==> src/rtl/dacif_pkg.sv <==
package dacif_pkg;
  localparam int unsigned DEF_NCH = 4;
  localparam int unsigned DEF_CW  = 12;
  localparam int unsigned DEF_DW  = 16;
  localparam int unsigned DEF_AW  = 8;

  localparam int unsigned OFS_MODE  = 32'h02;
  localparam int unsigned OFS_RANGE = 32'h12;
  localparam int unsigned OFS_DATA0 = 32'h14;
  localparam int unsigned OFS_STEP  = 2;

  localparam int unsigned EN_BIT   = 1;
  localparam int unsigned BUF_BIT  = 0;
  localparam int unsigned BIP_TOP  = 7;
  localparam int unsigned GAIN_TOP = 11;

  typedef struct packed {
    logic en;
    logic buffered;
  } mode_t;
endpackage

==> src/rtl/dacif_decode.sv <==
module dacif_decode import dacif_pkg::*; #(
  parameter int unsigned NCH = DEF_NCH,
  parameter int unsigned AW  = DEF_AW
) (
  input  logic           wr_en,
  input  logic [AW-1:0]  wr_addr,
  input  logic           rd_en,
  input  logic [AW-1:0]  rd_addr,
  output logic           wr_mode,
  output logic           wr_range,
  output logic [NCH-1:0] wr_chan,
  output logic           rd_mode,
  output logic           rd_range
);
  assign wr_mode  = wr_en && (wr_addr == AW'(OFS_MODE));
  assign wr_range = wr_en && (wr_addr == AW'(OFS_RANGE));
  assign rd_mode  = rd_en && (rd_addr == AW'(OFS_MODE));
  assign rd_range = rd_en && (rd_addr == AW'(OFS_RANGE));

  for (genvar n = 0; n < NCH; n++) begin : g_dec
    localparam int unsigned CH_OFS = OFS_DATA0 + OFS_STEP * n;
    assign wr_chan[n] = wr_en && (wr_addr == AW'(CH_OFS));
  end

  always_comb begin
    AST_ONE_TARGET: assert ($countones({wr_mode, wr_range, wr_chan}) <= 1);
  end
endmodule

==> src/rtl/dacif_chan.sv <==
module dacif_chan #(
  parameter int unsigned CW = 12
) (
  input  logic          clk,
  input  logic          rst,
  input  logic          wr,
  input  logic [CW-1:0] wdata,
  input  logic          buffered,
  input  logic          commit,
  input  logic          en_next,
  output logic [CW-1:0] code_o
);
  logic [CW-1:0] hold_q, active_q, active_d;

  always_comb begin
    active_d = active_q;
    if (commit && buffered)
      active_d = hold_q;
    else if (wr && !buffered)
      active_d = wdata;
  end

  always_ff @(posedge clk) begin
    if (rst) begin
      hold_q   <= '0;
      active_q <= '0;
      code_o   <= '0;
    end else begin
      if (wr) hold_q <= wdata;
      active_q <= active_d;
      code_o   <= en_next ? active_d : '0;
    end
  end

  AST_OFF_IS_ZERO: assert property (@(posedge clk) disable iff (rst)
    !en_next |=> code_o == '0);
  AST_BUF_HOLDS: assert property (@(posedge clk) disable iff (rst)
    (buffered && !commit) |=> $stable(active_q));
  AST_COMMIT_OLD: assert property (@(posedge clk) disable iff (rst)
    (buffered && commit) |=> active_q == $past(hold_q));
  AST_DIRECT_PASS: assert property (@(posedge clk) disable iff (rst)
    (wr && !buffered && en_next) |=> code_o == $past(wdata));
endmodule

==> src/rtl/dacif_range.sv <==
module dacif_range #(
  parameter int unsigned NCH = 4
) (
  input  logic           clk,
  input  logic           rst,
  input  logic           wr,
  input  logic [NCH-1:0] bip_w,
  input  logic [NCH-1:0] gain_w,
  input  logic           commit,
  output logic [NCH-1:0] bip_o,
  output logic [NCH-1:0] gain_o
);
  logic [NCH-1:0] bip_pend_q, gain_pend_q;

  always_ff @(posedge clk) begin
    if (rst) begin
      bip_pend_q  <= '0;
      gain_pend_q <= '0;
      bip_o       <= '0;
      gain_o      <= '0;
    end else begin
      if (wr) begin
        bip_pend_q  <= bip_w;
        gain_pend_q <= gain_w;
      end
      if (commit) begin
        bip_o  <= bip_pend_q;
        gain_o <= gain_pend_q;
      end
    end
  end

  AST_RANGE_STILL: assert property (@(posedge clk) disable iff (rst)
    !commit |=> ($stable(bip_o) && $stable(gain_o)));
  AST_RANGE_OLD: assert property (@(posedge clk) disable iff (rst)
    commit |=> (bip_o == $past(bip_pend_q) && gain_o == $past(gain_pend_q)));
endmodule

==> src/rtl/dbuf_dac_if.sv <==
module dbuf_dac_if import dacif_pkg::*; #(
  parameter int unsigned NCH = DEF_NCH,
  parameter int unsigned CW  = DEF_CW,
  parameter int unsigned DW  = DEF_DW,
  parameter int unsigned AW  = DEF_AW
) (
  input  logic              clk,
  input  logic              rst,
  input  logic              wr_en,
  input  logic [AW-1:0]     wr_addr,
  input  logic [DW-1:0]     wr_data,
  input  logic              rd_en,
  input  logic [AW-1:0]     rd_addr,
  output logic [NCH*CW-1:0] dac_code_o,
  output logic [NCH-1:0]    dac_bipolar_o,
  output logic [NCH-1:0]    dac_gain_o
);
  logic           wr_mode, wr_range, rd_mode, rd_range;
  logic [NCH-1:0] wr_chan;
  logic [NCH-1:0] bip_w, gain_w;
  mode_t          mode_q;
  logic           en_next;
  logic           unused_hi;

  assign unused_hi = ^wr_data[DW-1:CW];

  dacif_decode #(.NCH(NCH), .AW(AW)) u_decode (
    .wr_en(wr_en), .wr_addr(wr_addr), .rd_en(rd_en), .rd_addr(rd_addr),
    .wr_mode(wr_mode), .wr_range(wr_range), .wr_chan(wr_chan),
    .rd_mode(rd_mode), .rd_range(rd_range)
  );

  always_ff @(posedge clk) begin
    if (rst)
      mode_q <= '0;
    else if (wr_mode)
      mode_q <= '{en: wr_data[EN_BIT], buffered: wr_data[BUF_BIT]};
  end

  assign en_next = wr_mode ? wr_data[EN_BIT] : mode_q.en;

  for (genvar n = 0; n < NCH; n++) begin : g_ch
    localparam int unsigned BIP_POS  = BIP_TOP - n;
    localparam int unsigned GAIN_POS = GAIN_TOP - n;
    assign bip_w[n]  = wr_data[BIP_POS];
    assign gain_w[n] = wr_data[GAIN_POS];

    dacif_chan #(.CW(CW)) u_chan (
      .clk(clk), .rst(rst), .wr(wr_chan[n]), .wdata(wr_data[CW-1:0]),
      .buffered(mode_q.buffered), .commit(rd_mode), .en_next(en_next),
      .code_o(dac_code_o[n*CW +: CW])
    );
  end

  dacif_range #(.NCH(NCH)) u_range (
    .clk(clk), .rst(rst), .wr(wr_range), .bip_w(bip_w), .gain_w(gain_w),
    .commit(rd_range), .bip_o(dac_bipolar_o), .gain_o(dac_gain_o)
  );

  AST_MODE_LATE: assert property (@(posedge clk) disable iff (rst)
    (wr_mode && !mode_q.buffered) |=> mode_q.buffered == $past(wr_data[BUF_BIT]));
endmodule

==> config.mk <==
export PLATFORM = sky130hd
export DESIGN_NAME = dbuf_dac_if
export DESIGN_NICKNAME = d
export VERILOG_FILES = /design/src/rtl/dacif_pkg.sv /design/src/rtl/dacif_decode.sv /design/src/rtl/dacif_chan.sv /design/src/rtl/dacif_range.sv /design/src/rtl/dbuf_dac_if.sv
export SDC_FILE = /design/constraint.sdc
export NUM_CORES = 1
export LEC_CHECK = 0
export ABC_AREA = 0
export ABC_CLOCK_PERIOD_IN_PS = 2350
export BUFFER_PORTS_ARGS = -buffer_cell sky130_fd_sc_hd__buf_2
export CORE_UTILIZATION = 50
export DETAILED_ROUTE_END_ITERATION = 8
export PLACE_DENSITY_LB_ADDON = 0.3
export SYNTH_ARGS = -nofsm -noshare
export SYNTH_HDL_FRONTEND = slang
export SYNTH_SLANG_ARGS = --single-unit
==> constraint.sdc <==
create_clock -name clk -period 2.35 [get_ports clk]
set_clock_uncertainty 0.2 [all_clocks]
set_input_delay 0.235 -clock clk [delete_from_list [all_inputs] [get_ports clk]]
set_output_delay 0.235 -clock clk [all_outputs]
set_load 0.005 [all_outputs]
* Word-level counts from Yosys, hierarchy flattened
Cells that the tools add are included.
Operators by class: mux-type cells 9, reduce and logical (&&, ||, !) cells 15, bitwise operators 1, eq/ne operators 8
Operator list (count):
- $mux W12 | 8
- $eq A8 B5 Y1 const B | 6
- $eq A8 B2 Y1 const B | 2
- $logic_and A1 B1 Y1 | 13
- $reduce_or A2 Y1 | 1
- $logic_not A1 Y1 | 1
- $mux W1 | 1
- $not A1 Y1 | 1
Storage, ports and cells: flip-flop bits (word level) 162, output and inout bits 56, input port bits 36

* Logic depth before layout (Yosys ltp)
Gate-level depths: netlist of the first run.
word-level depth 5, mapped depth 7, depth with buffers taken out 5

* Cells and area by module
A second synthesis of the first run with hierarchy kept.
Second synthesis, totals: cell total of the unflattened synthesis 560, area, all modules 6557.5 sq um
By module, submodules not included:
- dacif_chan | area an instance 1442.6 sq um, cells an instance 121, times used 4
- dacif_range | area an instance 579.3 sq um, cells an instance 52, times used 1
- dacif_decode | area an instance 125.1 sq um, cells an instance 18, times used 1
- dbuf_dac_if | area an instance 82.6 sq um, cells an instance 6, times used 1

* Worst setup path after synthesis of the first run
No wires, ideal clock.
kind input to register, start point input port rd_addr[5], end point register g_ch[3].u_chan.code_o[0], arrival 1.785 ns, setup slack 0.223 ns, stages 7, library setup time 0.142 ns, required time 2.008 ns, cells stage by stage or4b_1 > buf_2 > or3_1 > buf_2 > clkbuf_1 > nor2_1 > a311oi_1
On the way: cells in the longest elaborated chain, start to end 4
Ends and longest elaborated chain:
- start: declaration | RTL line dbuf_dac_if.sv:13 | input logic [AW-1:0] rd_addr,
- $eq A8 B2 Y1 | RTL line dacif_decode.sv:17 | assign rd_mode = rd_en && (rd_addr == AW'(OFS_MODE));
- $logic_and A1 B1 Y1 | RTL line dacif_decode.sv:17
- $logic_and A1 B1 Y1 | RTL line dacif_chan.sv:17 | if (commit && buffered)
- $mux W12 | RTL line dacif_chan.sv:17
- end signal: assignment | RTL line dacif_chan.sv:31 | code_o <= en_next ? active_d : '0;
- end: declaration | RTL line dacif_chan.sv:11 | output logic [CW-1:0] code_o
Every way passes these cells. A chain may end at the register's enable or synchronous reset.

* Worst setup path after layout of the first run
start point register mode_q[0] in the netlist's numbering, end point register g_ch[3].u_chan.code_o[11]
On the way: cells in the longest elaborated chain, start to end 4, elaborated cells between the ends (all ways) 5
Ends and longest elaborated chain:
- start: declaration | RTL line dbuf_dac_if.sv:21 | mode_t mode_q;
- start signal: assignment | RTL line dbuf_dac_if.sv:37 | mode_q <= '{en: wr_data[EN_BIT], buffered: wr_data[BUF_BIT]};
- $logic_not A1 Y1 | RTL line dacif_chan.sv:19 | else if (wr && !buffered)
- $logic_and A1 B1 Y1 | RTL line dacif_chan.sv:19
- $mux W12 | RTL line dacif_chan.sv:19
- $mux W12 (*) | RTL line dacif_chan.sv:17
Every way passes the cells marked *; elsewhere a longest branch is shown, timed or not.

==> results by group, run 1 <==
Run status
  • Status: finished clean

Critical path
  • Endpoint of the lowest-slack register-to-register path: g_ch[3].u_chan.code_o[11]
  • Crit Path Category: reg2reg
  • Worst path max stage delay: 550 ps
  • Critical path cell sequence: or4bb_1, nor3_1, buf_4, nand2_1, a311oi_1
  • Data arrival time of the critical path: approximately 2200 ps
  • Setup slack on the worst flop-to-flop path: 310 ps
  • Category of the worst setup path launch point: flop
  • Bufs and invs on worst path: 1
  • Worst Reg-to-Reg Cells: 5
  • Critical register-to-register path startpoint: mode_q[0]
  • Data required time at the worst endpoint: 2450 ps
  • CP Capture Type: flop
  • Cell family contributing the most delay on the critical path: simple AND/OR/NAND/NOR gates
  • Critical Path Fanout Max: 12
  • Cell with the biggest individual delay on the critical path: sky130_fd_sc_hd__or4bb_1

Power and ir drop
  • VDD IR max: ~0.50 mV
  • Switching power total: 1.14 mW
  • Switching portion of total power: 0.209
  • LEAKAGE: 3.36 nW
  • Clock Power Share: 0.461
  • Cell Pwr Density: 732 nW/um^2
  • Seq pwr share: 0.504
  • Internal power of the cells: 4.31 mW
  • Comb pwr share: 0.034

Hold path
  • Hold Crit Endpoint: g_ch[1].u_chan.hold_q[9]
  • Worst Hold Class: in2reg
  • Worst hold path depth: 3
  • Source of the worst hold timing path: wr_data[9]

Global routing
  • Wire length of the first global-routing pass: 25.2 mm
  • GRT overflow: 0
  • Maximum number of pins on one net before global-route repair: 73
  • Total Routing Usage GR: 0.249
  • Number of global-route vias before repair: about 5000
  • Antenna violations before repair: 0

Synth
  • Mux contribution to synthesized area: 0.102
  • Xor and xnor fraction of the mapped netlist area: 0
  • Syn avg cell area: around 9.5 sq um
  • Fraction of the mapped netlist area in compound gates: 0.124
  • Gate count after technology mapping: between 600 and 700
  • Synth Area in Adders: 0
  • Synth Area in Simple Gates: 0.211
  • Synthesized flop and latch total: 162
  • Mapped Nets: roughly 700
  • Fraction of the yosys area taken by sequential cells: 0.510
  • Number of synthesis warnings: 0
  • Combinational family with the most area after synthesis: simple AND/OR/NAND/NOR gates
  • Post-synthesis instance area: between 6000 and 7000 sq um
  • Count of distinct cell types in the synthesized netlist: 31

Timing
  • Post-route setup slack: 306 ps
  • Slew at the pin with the worst max-slew slack: 756 ps
  • Clock period minus final worst setup slack: just over 2000 ps
  • Rel. slew slack: 0.496
  • Maximum operating frequency: between 0.4 and 0.5 GHz
  • RSZ-0062 raised after global routing: false
  • Final critical-path share of the clock period: 0.870
  • Max-slew violation count: 0
  • TNS Setup: 0 ps
  • # setup viols final: 0
  • Hold violation total from the final report: 0

Clocking
  • Clock network latency to the later pin of the worst-skew pair: between 400 and 500 ps
  • Sink Count: about 160
  • CTS Root Buffer Type: sky130_fd_sc_hd__clkbuf_16
  • Post-CTS setup repair buffer count: 0
  • Max Buffers Root-to-Sink: 2
  • TritonCTS buffer count: 17
  • Clock-pin slew reported for the worst setup and hold paths after clock tree synthesis: 60 ps
  • H-Tree Level Count: 4
  • Hold-fix buffers, CTS: 0
  • TritonCTS clock tree: done
  • # resized after CTS: 0

Floorplan
  • Starting Density: 0.520
  • Ports: 92
  • Area of the core: 12200 sq um
  • Total die area: ~13000 sq um
  • Horizontal extent of the die: roughly 110 microns
  • Count of standard-cell rows: 40
  • Die boundary height: roughly 110 microns

Layout
  • Post-layout nets: 763
  • Most frequent cells in the layout: sky130_fd_sc_hd__dfxtp_1 (162), sky130_fd_sc_hd__nor2_1 (90), sky130_fd_sc_hd__buf_2 (87)
  • Leading cell type in the layout, fill and taps excluded: sky130_fd_sc_hd__dfxtp_1
  • Area Growth Syn to Fin: 17.2%
  • Fillers: 1057
  • Count of inserted antenna diode cells: 0
  • Ratio of cells with drive above 1 in the final layout: 0.199

Placed design
  • Weighted congestion at the end of routability-driven global placement: 0.821
  • Post-DP HPWL: around 10 mm
  • DP Worst Slack: -30.0 ps
  • Count of buffers from port buffering: 87

Route
  • Length of the first detailed-routing pass in iterations: 6
  • Routed wire length per instance: roughly 17 microns
  • Via density: 5.85
  • Number of DRC violations after detailed routing: 0
  • Number of nets with antenna violations after detailed routing: 0
  • First DRT Iteration DRCs: 516
  • Final wirelength: 15.8 mm
  • Vias after detailed routing: 5298

Job
  • Number of max-cap violations: 0
-- registers in the layout, summed over array words and instances, names as in the netlist --
register,flops
g_ch.u_chan.active_q,48
g_ch.u_chan.code_o,48
g_ch.u_chan.hold_q,48
mode_q,2
u_range.bip_o,4
u_range.bip_pend_q,4
u_range.gain_o,4
u_range.gain_pend_q,4
-- kinds of logic (layout without fill, tap and decap cells) --
logic type	after synthesis	after routing
AO/OA/AOI/OAI	98	98
AND/OR/NAND/NOR	265	265
multiplexers	65	65
buffers and inverters	77	147
flip-flops	162	162
-- final cells by class --
| cell class | instances | area [sq um] | share of cell area |
|---|---|---|---|
| well taps | 168 | 210 | 0.0282 |
| clock inverters | 6 | 57.6 | 0.00772 |
| inverters | 4 | 15.0 | 0.00201 |
| clock buffers | 23 | 478 | 0.0641 |
| repair buffers | 114 | 663 | 0.0890 |
| multi-input cells | 428 | 2790 | 0.374 |
| flip-flops and latches | 162 | 3240 | 0.435 |
-- metal layers --
| metal | global-route usage | wire (microns) |
|---|---|---|
| met2 | 0.425 | 7660 |
| met5 | 0 | 0 |
| met3 | 0.0496 | 996 |
| met4 | 0.107 | 395 |
| met1 | 0.308 | 6770 |
-- synthesized netlist by cell type --
cell type	instances	share of area
sky130_fd_sc_hd__a311oi_1	44	0.061
sky130_fd_sc_hd__a311oi_2	4	0.0094
sky130_fd_sc_hd__a31oi_1	25	0.025
sky130_fd_sc_hd__and2_1	48	0.047
sky130_fd_sc_hd__and3b_1	2	0.0028
sky130_fd_sc_hd__and4_1	1	0.0014
sky130_fd_sc_hd__buf_1	7	0.0041
sky130_fd_sc_hd__buf_2	7	0.0055
sky130_fd_sc_hd__buf_6	5	0.0089
sky130_fd_sc_hd__clkbuf_1	54	0.032
sky130_fd_sc_hd__dfxtp_1	162	0.51
sky130_fd_sc_hd__inv_1	4	0.0024
sky130_fd_sc_hd__mux2i_1	65	0.10
sky130_fd_sc_hd__nand2_1	48	0.028
sky130_fd_sc_hd__nand2b_1	2	0.0020
sky130_fd_sc_hd__nand3_1	8	0.0063
sky130_fd_sc_hd__nand4_1	24	0.024
sky130_fd_sc_hd__nand4bb_1	1	0.0018
sky130_fd_sc_hd__nor2_1	90	0.053
sky130_fd_sc_hd__nor2b_1	1	0.00098
sky130_fd_sc_hd__nor3_1	3	0.0024
sky130_fd_sc_hd__nor3b_1	2	0.0024
sky130_fd_sc_hd__nor4_1	25	0.025
sky130_fd_sc_hd__nor4b_1	1	0.0014
sky130_fd_sc_hd__nor4bb_1	2	0.0031
sky130_fd_sc_hd__o21ai_1	1	0.00079
sky130_fd_sc_hd__o31ai_1	24	0.028
sky130_fd_sc_hd__or2_2	1	0.00098
sky130_fd_sc_hd__or3_1	2	0.0020
sky130_fd_sc_hd__or4b_1	3	0.0047
sky130_fd_sc_hd__or4bb_1	1	0.0018
-- power by group through the flow --
stage / sequential, mW / combinational (mW) / clock (mW)
floorplan: 2.81 / 0.101 / 0
global placement: 2.81 / 0.178 / 0
detailed placement: 2.81 / 0.183 / 0
CTS: 2.75 / 0.183 / 2.56
global route: 2.75 / 0.200 / 2.69
finish: 2.75 / 0.188 / 2.51
-- per-stage QoR --
| stage | power, mW | hold slack [ps] | util | instances | area [sq um] |
|---|---|---|---|---|---|
| floorplan | 2.91 | 260 | - | 667 | 6360 |
| detailed placement | 2.99 | 284 | 0.566 | 876 | 6920 |
| finish | 5.45 | 36.5 | 0.610 | 905 | 7450 |
| global route | 5.64 | 36.7 | 0.610 | 905 | 7450 |
| global placement | 2.99 | 272 | 0.566 | 876 | 6920 |
| CTS | 5.49 | 9.67 | 0.610 | 905 | 7450 |
-- worst register-to-register path, stage by stage (launching register included) --
cell and delay, ps:
sky130_fd_sc_hd__dfxtp_1 360, sky130_fd_sc_hd__or4bb_1 550, sky130_fd_sc_hd__nor3_1 150, sky130_fd_sc_hd__buf_4 230, sky130_fd_sc_hd__nand2_1 90, sky130_fd_sc_hd__a311oi_1 350
-- worst max path at each step --
stage | from | endpoint | cells after the start
2_1_floorplan | rd_addr[5] | g_ch[3].u_chan.code_o[0] | 7
3_3_place_gp | rd_addr[5] | g_ch[2].u_chan.code_o[7] | 6
3_5_place_dp | rd_addr[5] | u_range.bip_o[3] | 6
4_1_cts | mode_q[0] | g_ch[3].u_chan.code_o[11] | 5
5_1_grt | mode_q[0] | g_ch[3].u_chan.code_o[11] | 5
6_report | mode_q[0] | g_ch[3].u_chan.code_o[11] | 5
(Power assumes the default switching activity.)
==> run 2, diff against run 1 <==
==> constraint.sdc (replaced) <==
create_clock -name clk -period 2.35 [get_ports clk]
set_clock_uncertainty 0.2 [all_clocks]
set_input_delay 0.47 -clock clk [delete_from_list [all_inputs] [get_ports clk]]
set_output_delay 0.47 -clock clk [all_outputs]
set_load 0.005 [all_outputs]
==> run 2 against run 1 <==
Routed wire length increased by 1.3%. First-iteration DRC count shrank 10%. Worst setup slack worse by 150 ps. Core utilization increased by 1.3 points. Global-route usage rose by 0.53 points. Design area is 2.2% higher. Critical path depth is 1 higher. Maximum frequency shrank 6.7%. Critical path type is now in2reg. Critical endpoint is now g_ch[1].u_chan.code_o[8].
==> results by group, run 2 (synthesized netlist as in run 1, its figures left out) <==
Timing
  • RSZ-0062 raised after global routing: false (unchanged)
  • Final critical-path share of the clock period: 0.933 (was 0.870)
  • Maximum operating frequency: 0.456 GHz (was 0.489 GHz)
  • Slew at the pin with the worst max-slew slack: 721 ps (was 756 ps)
  • Rel. slew slack: 0.519 (was 0.496)
  • # setup viols final: 0 (unchanged)
  • Max-slew violation count: 0 (unchanged)
  • Hold violation total from the final report: 0 (unchanged)
  • TNS Setup: 0 ps (unchanged)
  • Clock period minus final worst setup slack: 2190 ps (was 2040 ps)

Global routing
  • Total Routing Usage GR: 0.255 (was 0.249)
  • Wire length of the first global-routing pass: 25.8 mm (was 25.2 mm)
  • Maximum number of pins on one net before global-route repair: 66 (was 73)
  • Antenna violations before repair: 0 (unchanged)
  • Number of global-route vias before repair: 5116 (was 4998)
  • GRT overflow: 0 (unchanged)

Route
  • Number of DRC violations after detailed routing: 0 (unchanged)
  • First DRT Iteration DRCs: 462 (was 516)
  • Number of nets with antenna violations after detailed routing: 0 (unchanged)
  • Length of the first detailed-routing pass in iterations: 6 (unchanged)
  • Via density: 5.82 (was 5.85)
  • Routed wire length per instance: 17.5 microns (about the same)
  • Vias after detailed routing: 5338 (was 5298)
  • Final wirelength: 16.0 mm (was 15.8 mm)

Power and ir drop
  • Overall power: 5.88 mW (was 5.45 mW)
  • Internal power of the cells: 4.67 mW (was 4.31 mW)
  • Seq pwr share: 0.468 (was 0.504)
  • VDD IR max: 0.468 mV (was 0.496 mV)
  • Switching portion of total power: 0.206 (was 0.209)
  • Cell Pwr Density: 772 nW/um^2 (was 732 nW/um^2)
  • LEAKAGE: 3.44 nW (was 3.36 nW)
  • Switching power total: 1.21 mW (was 1.14 mW)
  • Comb pwr share: 0.034 (about the same)
  • Clock Power Share: 0.499 (was 0.461)

Critical path
  • CP Capture Type: flop (unchanged)
  • Data required time at the worst endpoint: 2420 ps (was 2450 ps)
  • Data arrival time of the critical path: 2260 ps (was 2150 ps)
  • Crit Path Category: in2reg (was reg2reg)
  • Category of the worst setup path launch point: input port (was flop)
  • Setup slack on the worst flop-to-flop path: 280 ps (was 310 ps)
  • Critical Path Fanout Max: 48 (was 12)

Layout
  • Filler-free cell count of the finished design: 917 (was 905)
  • Leading cell type in the layout, fill and taps excluded: sky130_fd_sc_hd__dfxtp_1 (unchanged)
  • Fillers: 1076 (was 1057)
  • Count of inserted antenna diode cells: 0 (unchanged)
  • Largest registers in the final layout: g_ch.u_chan.active_q (48), g_ch.u_chan.code_o (48), g_ch.u_chan.hold_q (48) (unchanged)
  • Final core occ: 0.624 (was 0.610)
  • Post-layout nets: 772 (was 763)
  • Ratio of cells with drive above 1 in the final layout: 0.211 (was 0.199)
  • Area Growth Syn to Fin: 19.8% (was 17.2%)
  • Most frequent cells in the layout: sky130_fd_sc_hd__dfxtp_1 (162), sky130_fd_sc_hd__nor2_1 (90), sky130_fd_sc_hd__buf_2 (87) (unchanged)

Floorplan
  • Horizontal extent of the die: 115 microns (unchanged)
  • Count of standard-cell rows: 40 (unchanged)
  • Area of the core: 12200 sq um (unchanged)
  • Starting Density: 0.520 (unchanged)
  • Total die area: 13200 sq um (unchanged)
  • Die boundary height: 115 microns (unchanged)
  • Ports: 92 (unchanged)

Placed design
  • Post-DP HPWL: 10.1 mm (was 9.99 mm)
  • Post-Place Cells: 885 (was 876)
  • Count of buffers from port buffering: 87 (unchanged)
  • Weighted congestion at the end of routability-driven global placement: 0.832 (was 0.821)

Clocking
  • Sink Count: 162 (unchanged)
  • H-Tree Level Count: 4 (unchanged)
  • TritonCTS buffer count: 17 (unchanged)
  • TritonCTS clock tree: done (unchanged)
  • Hold-fix buffers, CTS: 0 (unchanged)
  • # resized after CTS: 0 (unchanged)
  • Clock network latency to the later pin of the worst-skew pair: 420 ps (about the same)
  • Post-CTS setup repair buffer count: 0 (unchanged)
  • CTS Root Buffer Type: sky130_fd_sc_hd__clkbuf_16 (unchanged)
  • Max Buffers Root-to-Sink: 2 (unchanged)
  • Clock-pin slew reported for the worst setup and hold paths after clock tree synthesis: 60 ps (about the same)

Run status
  • Status: finished clean (unchanged)

Job
  • Number of max-cap violations: 0 (unchanged)

Hold path
  • Worst Hold Class: in2reg (unchanged)
-- run 2: cell types whose count changed in the layout (fill, tap and decap cells not counted) --
cell                        change
sky130_fd_sc_hd__clkinv_4       +2
sky130_fd_sc_hd__bufinv_16      +3
sky130_fd_sc_hd__buf_4          +9
sky130_fd_sc_hd__clkbuf_1       +1
sky130_fd_sc_hd__clkinv_2       -3
-- run 2: worst paths after layout --
path,start,endpoint,depth (start not counted)
worst max-delay path,rd_addr[5],g_ch[1].u_chan.code_o[8],6
worst min-delay path,wr_data[10],u_range.gain_pend_q[1],3
worst max register to register,mode_q[0],g_ch[3].u_chan.code_o[10],5
worst min register to register,u_range.bip_o[2],u_range.bip_o[2],2
-- run 2: area by class of cell --
type | count | area (sq um) | area share
clock buffer | 24 | 482 | 0.0632
tap | 168 | 210 | 0.0276
multi-input combinational | 428 | 2790 | 0.366
clock inverter | 8 | 150 | 0.0197
sequential | 162 | 3240 | 0.426
inverter | 4 | 15.0 | 0.00197
timing repair buffer | 123 | 731 | 0.0959
-- run 2: per-stage QoR --
| step | worst slack (ps) | hold WS [ps] | instance area (sq um) |
|---|---|---|---|
| 4_1_cts | 186 | 250 | 7620 |
| 3_5_place_dp | -255 | 282 | 6980 |
| 6_report | 158 | 274 | 7620 |
| 2_1_floorplan | -4.71 | 260 | 6360 |
| 3_3_place_gp | -223 | 273 | 6980 |
| 5_1_grt | 90.1 | 269 | 7620 |
-- run 2: critical path: stages --
cell                       delay [ps]
sky130_fd_sc_hd__buf_2             90
sky130_fd_sc_hd__or4b_1           550
sky130_fd_sc_hd__or3_2            550
sky130_fd_sc_hd__buf_4            310
sky130_fd_sc_hd__nor2_1           200
sky130_fd_sc_hd__a311oi_1          80
-- run 2: layer usage --
metal  track usage  part of all wire
met1         0.317              0.44
met5             0                 0
met4         0.128             0.032
met3        0.0538             0.053
met2         0.420              0.48
-- run 2: power groups by stage --
stage	Sequential [mW]	Clock (mW)	Combinational, mW
finish	2.75	2.93	0.199
global route	2.75	3.07	0.208
CTS	2.75	2.97	0.194
detailed placement	2.81	0	0.193
global placement	2.81	0	0.189
floorplan	2.81	0	0.101
